--- src/rtl/pal_port_pkg.sv ---
package pal_port_pkg;
  localparam int unsigned BYTE_W = 8;
  typedef logic [BYTE_W-1:0] byte_t;
  // addr_i[1] picks the channel, addr_i[0] picks data (1) or index (0)
  typedef enum logic [1:0] {
    SEL_BG_IDX  = 2'd0,
    SEL_BG_DAT  = 2'd1,
    SEL_OBJ_IDX = 2'd2,
    SEL_OBJ_DAT = 2'd3
  } pal_sel_e;
endpackage

--- src/rtl/pal_ram.sv ---
module pal_ram
  import pal_port_pkg::*;
#(
  parameter int unsigned DEPTH = 64,
  parameter int unsigned NRD   = 2,
  localparam int unsigned EW   = 2 * BYTE_W,
  localparam int unsigned AW   = $clog2(DEPTH) + 1
) (
  input  logic              clk_i,
  input  logic              rst_ni,
  input  logic              we_i,
  input  logic [AW-1:0]     waddr_i,
  input  byte_t             wbyte_i,
  input  logic [NRD*AW-1:0] raddr_i,
  output logic [NRD*BYTE_W-1:0] rbyte_o
);
  logic [EW-1:0] mem_q [DEPTH];

  always_ff @(posedge clk_i or negedge rst_ni) begin
    if (!rst_ni) begin
      for (int i = 0; i < DEPTH; i++) mem_q[i] <= '0;
    end else if (we_i) begin
      if (waddr_i[0]) mem_q[waddr_i[AW-1:1]][EW-1:BYTE_W] <= wbyte_i;
      else            mem_q[waddr_i[AW-1:1]][BYTE_W-1:0]  <= wbyte_i;
    end
  end

  for (genvar g = 0; g < NRD; g++) begin : g_rd
    logic [AW-1:0] ra;
    assign ra = raddr_i[g*AW +: AW];
    assign rbyte_o[g*BYTE_W +: BYTE_W] = ra[0] ? mem_q[ra[AW-1:1]][EW-1:BYTE_W]
                                               : mem_q[ra[AW-1:1]][BYTE_W-1:0];
  end

  AST_LO_WRITE_KEEPS_HI: assert property (@(posedge clk_i) disable iff (!rst_ni)
    (we_i && !waddr_i[0]) |=> mem_q[$past(waddr_i[AW-1:1])][EW-1:BYTE_W]
                              == $past(mem_q[waddr_i[AW-1:1]][EW-1:BYTE_W]));
  AST_HI_WRITE_KEEPS_LO: assert property (@(posedge clk_i) disable iff (!rst_ni)
    (we_i && waddr_i[0]) |=> mem_q[$past(waddr_i[AW-1:1])][BYTE_W-1:0]
                             == $past(mem_q[waddr_i[AW-1:1]][BYTE_W-1:0]));
endmodule

--- src/rtl/pal_idx_port.sv ---
module pal_idx_port
  import pal_port_pkg::*;
#(
  parameter int unsigned IDX_W     = 6,
  parameter int unsigned AW        = 7,
  parameter int unsigned BASE_BYTE = 0
) (
  input  logic          clk_i,
  input  logic          rst_ni,
  input  logic          idx_we_i,
  input  logic          dat_we_i,
  input  byte_t         wdata_i,
  input  byte_t         ram_byte_i,
  output logic [AW-1:0] lookup_addr_o,
  output logic          ram_we_o,
  output logic [AW-1:0] ram_waddr_o,
  output byte_t         idx_rd_o,
  output byte_t         dat_rd_o
);
  logic [IDX_W-1:0] idx_q, idx_d;
  logic             inc_q;
  byte_t            dat_q, dat_d;

  always_comb begin
    idx_d = idx_q;
    if (idx_we_i)              idx_d = wdata_i[IDX_W-1:0];
    else if (dat_we_i && inc_q) idx_d = IDX_W'(idx_q + 1'b1);
  end

  assign lookup_addr_o = AW'(BASE_BYTE) + AW'(idx_d);
  assign ram_waddr_o   = AW'(BASE_BYTE) + AW'(idx_q);
  assign ram_we_o      = dat_we_i;

  // a non-incrementing write stays on the byte just written; RAM is not yet updated
  assign dat_d = (dat_we_i && !inc_q) ? wdata_i : ram_byte_i;

  always_ff @(posedge clk_i or negedge rst_ni) begin
    if (!rst_ni) begin
      idx_q <= '0;
      inc_q <= 1'b0;
      dat_q <= '0;
    end else begin
      idx_q <= idx_d;
      if (idx_we_i) inc_q <= wdata_i[BYTE_W-1];
      if (idx_we_i || dat_we_i) dat_q <= dat_d;
    end
  end

  assign idx_rd_o = {inc_q, 1'b1, idx_q};
  assign dat_rd_o = dat_q;

  AST_IDX_LOAD: assert property (@(posedge clk_i) disable iff (!rst_ni)
    idx_we_i |=> idx_q == $past(wdata_i[IDX_W-1:0]));
  AST_INC_STEP: assert property (@(posedge clk_i) disable iff (!rst_ni)
    (dat_we_i && inc_q && !idx_we_i) |=> idx_q == IDX_W'($past(idx_q) + 1'b1));
  AST_IDX_HOLD: assert property (@(posedge clk_i) disable iff (!rst_ni)
    (!idx_we_i && !(dat_we_i && inc_q)) |=> $stable(idx_q));
  AST_DAT_COHERENT: assert property (@(posedge clk_i) disable iff (!rst_ni)
    (!idx_we_i && !dat_we_i) |-> dat_q == ram_byte_i);
endmodule

--- src/rtl/pal_port_top.sv ---
module pal_port_top
  import pal_port_pkg::*;
#(
  parameter int unsigned DEPTH          = 64,
  parameter int unsigned OBJ_BASE_ENTRY = 32
) (
  input  logic       clk_i,
  input  logic       rst_ni,
  input  logic       wr_en_i,
  input  logic [1:0] addr_i,
  input  logic [7:0] wdata_i,
  output logic [7:0] rdata_o
);
  localparam int unsigned NCH   = 2;
  localparam int unsigned IDX_W = 6;
  localparam int unsigned AW    = $clog2(DEPTH) + 1;

  logic [NCH*AW-1:0]     lookup;
  logic [NCH*BYTE_W-1:0] rbytes;
  logic [NCH-1:0]        ch_we;
  logic [AW-1:0]         ch_waddr [NCH];
  byte_t                 idx_rd [NCH];
  byte_t                 dat_rd [NCH];
  logic                  ram_we;
  logic [AW-1:0]         ram_waddr;

  for (genvar g = 0; g < NCH; g++) begin : g_ch
    localparam int unsigned BASE = (g == 0) ? 0 : 2 * OBJ_BASE_ENTRY;
    logic sel;
    assign sel = (addr_i[1] == 1'(g));
    pal_idx_port #(.IDX_W(IDX_W), .AW(AW), .BASE_BYTE(BASE)) u_port (
      .clk_i        (clk_i),
      .rst_ni       (rst_ni),
      .idx_we_i     (wr_en_i && sel && !addr_i[0]),
      .dat_we_i     (wr_en_i && sel && addr_i[0]),
      .wdata_i      (wdata_i),
      .ram_byte_i   (rbytes[g*BYTE_W +: BYTE_W]),
      .lookup_addr_o(lookup[g*AW +: AW]),
      .ram_we_o     (ch_we[g]),
      .ram_waddr_o  (ch_waddr[g]),
      .idx_rd_o     (idx_rd[g]),
      .dat_rd_o     (dat_rd[g])
    );
  end

  always_comb begin
    ram_we    = |ch_we;
    ram_waddr = ch_waddr[0];
    for (int i = 0; i < NCH; i++) if (ch_we[i]) ram_waddr = ch_waddr[i];
  end

  pal_ram #(.DEPTH(DEPTH), .NRD(NCH)) u_ram (
    .clk_i  (clk_i),
    .rst_ni (rst_ni),
    .we_i   (ram_we),
    .waddr_i(ram_waddr),
    .wbyte_i(wdata_i),
    .raddr_i(lookup),
    .rbyte_o(rbytes)
  );

  assign rdata_o = addr_i[0] ? dat_rd[addr_i[1]] : idx_rd[addr_i[1]];

  AST_ONE_WRITER: assert property (@(posedge clk_i) disable iff (!rst_ni)
    $onehot0(ch_we));
  AST_BG_IN_LOWER: assert property (@(posedge clk_i) disable iff (!rst_ni)
    ch_we[0] |-> ch_waddr[0] < AW'(2 * OBJ_BASE_ENTRY));
  AST_OBJ_IN_UPPER: assert property (@(posedge clk_i) disable iff (!rst_ni)
    ch_we[1] |-> ch_waddr[1] >= AW'(2 * OBJ_BASE_ENTRY));
endmodule

--- config.mk ---
export PLATFORM = sky130hd
export DESIGN_NAME = pal_port_top
export DESIGN_NICKNAME = d
export VERILOG_FILES = /design/src/rtl/pal_port_pkg.sv /design/src/rtl/pal_ram.sv /design/src/rtl/pal_idx_port.sv /design/src/rtl/pal_port_top.sv
export SDC_FILE = /design/constraint.sdc
export NUM_CORES = 2
export LEC_CHECK = 0
export ABC_CLOCK_PERIOD_IN_PS = 6400
export BUFFER_PORTS_ARGS = -buffer_cell sky130_fd_sc_hd__buf_4
export CELL_PAD_IN_SITES_DETAIL_PLACEMENT = 0
export CELL_PAD_IN_SITES_GLOBAL_PLACEMENT = 1
export CORE_MARGIN = 4
export CORE_UTILIZATION = 46
export DETAILED_ROUTE_END_ITERATION = 8
export PLACE_DENSITY_LB_ADDON = 0.1
export SLEW_MARGIN = 20
export SYNTH_ARGS = -nofsm -noshare
export SYNTH_HDL_FRONTEND = slang
export SYNTH_SLANG_ARGS = --single-unit
--- constraint.sdc ---
create_clock -name clk_i -period 6.4 [get_ports clk_i]
set_input_delay 0.64 -clock clk_i [delete_from_list [all_inputs] [get_ports clk_i]]
set_output_delay 0.64 -clock clk_i [all_outputs]
set_load 0.02 [all_outputs]
==> flow_summary.yaml <==
die:
  coreArea_um2: 107000
  io_pins: 21
  die_x_um: 336
  die-height_um: 336
  dieArea_um2: 113000
  rows: 120
  initial_utilization: 0.463
drt:
  via_count: 31800
  wirelength_um: 149000
  drtPass1Iterations: 5
  via_per_inst: 6.21
  remaining_drc_errors: 0
  post_drt_wl_per_cell_um: 29.1
  drt_iter0_drc: 2422
  final_antenna_net_count: 0
timing:
  hold_viol: 0
  fin_crit_sh: 0.734
  tightest_slew_ns: 1.21
  finalHoldWorstSlack_ns: 0.0307
  maxSlewViolCount: 0
  slew_headroom: 0.183
  tns_ns: 0
  rsz0062_at_grt: "false"
  fmax_mhz: 213
  min_period_ns: 4.70
  setup-violations-final: 0
  finClkSkew_ns: 0.0195
layout:
  final_cell_mix: "1054 x dfrtp_1, 1027 x mux2_2, 362 x nand2_1"
  syn_to_final_growth_pct: 10.4
  multiInputGateArea_um2: 21900
  fin_nets: 3651
  final_common_cell: "dfrtp_1"
  layout-drive-gt1-share: 0.414
  seq_area_um2: 26400
  fillers: 9028
  fin_util: 0.511
pwr:
  sequentialPowerShare: 0.434
  powerDensity_nw_per_um2: 342
  p_clk_frac: 0.355
  ir_drop_mv: 0.206
  p_comb_frac: 0.211
  p_int_w: 0.0131
  swShare: 0.301
  p_switching_w: 0.00562
  leakagePower_nw: 25.4
worst_hold_path:
  min_path_type: "input pin to async pin"
clocking:
  cts_resized: 0
  ctsHoldBuffers: 0
  cts_buffers: 116
  cts_sinks: 1054
  clk_latency_ns: 0.70
  cts_tree: "built"
  post_cts_buffers: 0
  htreeDepth: 3
  cts_root_buffer: "clkbuf_16"
  cts.reportedPaths.clkPinSlew_ns: 0.06
  clockBufferDepth: 3
yosys:
  yosys_warnings: 0
  ys_seq_area_frac: 0.533
  synth_nets: 3705
  synth_edf_count: 0
  synthFlopType: "dfrtp_1"
  synth_area_um2: 49500
  synth_cells: 3690
  ys_ff_latch: 1054
  async_reset_ff_frac: 1.00
  ys_types: 82
  postSynthAreaPerCell_um2: 13.4
global_routing:
  grt_pass1_vias: 33400
  grt_pass1_wl_um: 226000
  grt-ovfl-total: 0
  grt.total_usage: 0.267
  antenna_found_initial: 3
  grt_max_degree: 173
setup_path:
  critPathKind: "register to register"
  cp.required_ns: 7.01
  path_max_fanout: 22
  end_kind: "register"
  critPathArrivalTime_ns: 5.31
  cp-start-kind: "register"
placement:
  dp_hpwl_um: 95200
  gp_congestion: 0.898
  placement.io_buffers: 20
run:
  max_cap_violations: 0
run_status:
  outcome: "complete, no violations"
## sequential cells by signal (all words and copies together) (netlist names)
name,cells
g_ch.u_port.dat_rd_o,16
u_ram.mem_q,1024
g_ch.u_port.inc_q,2
g_ch.u_port.idx_q,12
## through the flow
| step | cell area (um2) | total power [W] | setup slack, ns | instances |
|---|---|---|---|---|
| final | 54600 | 0.0187 | 1.70 | 5126 |
| after global routing | 54600 | 0.0195 | 1.51 | 5124 |
| after CTS | 54600 | 0.0188 | 1.79 | 5123 |
| after detailed placement | 50900 | 0.0122 | 1.36 | 4920 |
| after global placement | 50900 | 0.0120 | 1.32 | 4920 |
| after floorplan | 49500 | 0.0106 | 3.62 | 3690 |
## power by group through the flow
| stage | clock network (W) | logic, W | registers, W |
|---|---|---|---|
| after global routing | 0.00704 | 0.00421 | 0.00820 |
| after detailed placement | 0 | 0.00395 | 0.00821 |
| after CTS | 0.00677 | 0.00396 | 0.00809 |
| final | 0.00662 | 0.00394 | 0.00812 |
| after global placement | 0 | 0.00388 | 0.00815 |
| after floorplan | 0 | 0.00267 | 0.00797 |
## path summary, 6_finish.rpt
kind                                         start                          to  slack (ns)  cells after the start
max                        g_ch[0].u_port.idx_q[1]  g_ch[0].u_port.dat_rd_o[1]        1.70                      9
min                                         rst_ni            u_ram.mem_q[496]        0.03                      1
max reg2reg                g_ch[0].u_port.idx_q[1]  g_ch[0].u_port.dat_rd_o[1]        1.70                      9
min reg2reg                       u_ram.mem_q[154]            u_ram.mem_q[154]        0.49                      1
max in group asynchronous                   rst_ni            u_ram.mem_q[902]        4.80                      3
min in group clk_i                u_ram.mem_q[154]            u_ram.mem_q[154]        0.49                      1
## critical path, stage by stage, from the launching register on
cell	delay, ns
dfrtp_1	0.62
ha_1	0.30
nand4_1	0.15
o22a_1	0.23
o22ai_2	0.82
inv_1	0.75
nand2_1	0.83
nor2_1	0.36
a211o_1	0.34
o2111ai_1	0.20
## cells by family (layout without fill, tap and decap cells)
group                      after synthesis  in the layout  share of synthesized area
adders and majority gates                2              2                   0.000505
DFF                                   1054           1054                      0.533
AOI/OAI and AO/OA                      390            390                     0.0578
other                                    0              2                          0
and+or+nand+nor                        735            735                     0.0699
muxes                                 1234           1234                      0.312
buffers and inverters                  275            306                     0.0269
## routing by layer
| metal | up-vias | GRT usage | share of wire |
|---|---|---|---|
| met5 | - | 0 | 0 |
| met4 | 0 | 0.0897 | 0.037 |
| met3 | 277 | 0.0399 | 0.052 |
| met2 | 997 | 0.432 | 0.48 |
| met1 | 17100 | 0.371 | 0.44 |
| li1 | 13500 | - | - |
## layout make-up
| class | instances | share of cell area |
|---|---|---|
| timing repair buffer | 90 | 0.0152 |
| clock buffer | 181 | 0.0641 |
| multi-input combinational | 2361 | 0.400 |
| inverter | 13 | 0.000985 |
| tap | 1403 | 0.0321 |
| clock inverter | 22 | 0.00451 |
| antenna | 2 | 0.0000916 |
| sequential | 1054 | 0.483 |
## Yosys cell counts (23+ instances only)
cell         n  area share
dfrtp_1   1054        0.53
mux2_2    1027        0.23
nand2_1    363       0.028
clkbuf_1   159       0.012
mux4_2     145       0.066
nor2_1     132       0.010
nand3_1     65      0.0066
mux2i_1     60       0.012
buf_2       57      0.0058
a21oi_1     55      0.0056
a22oi_1     43      0.0065
and3_1      41      0.0052
o21ai_0     40      0.0040
a211oi_1    39      0.0059
a31oi_1     32      0.0040
nor2_2      32      0.0040
o22ai_1     29      0.0037
nor2_4      27      0.0061
a32oi_1     24      0.0042
buf_4       23      0.0035
No activity file was read; power rests on OpenSTA's default activity.
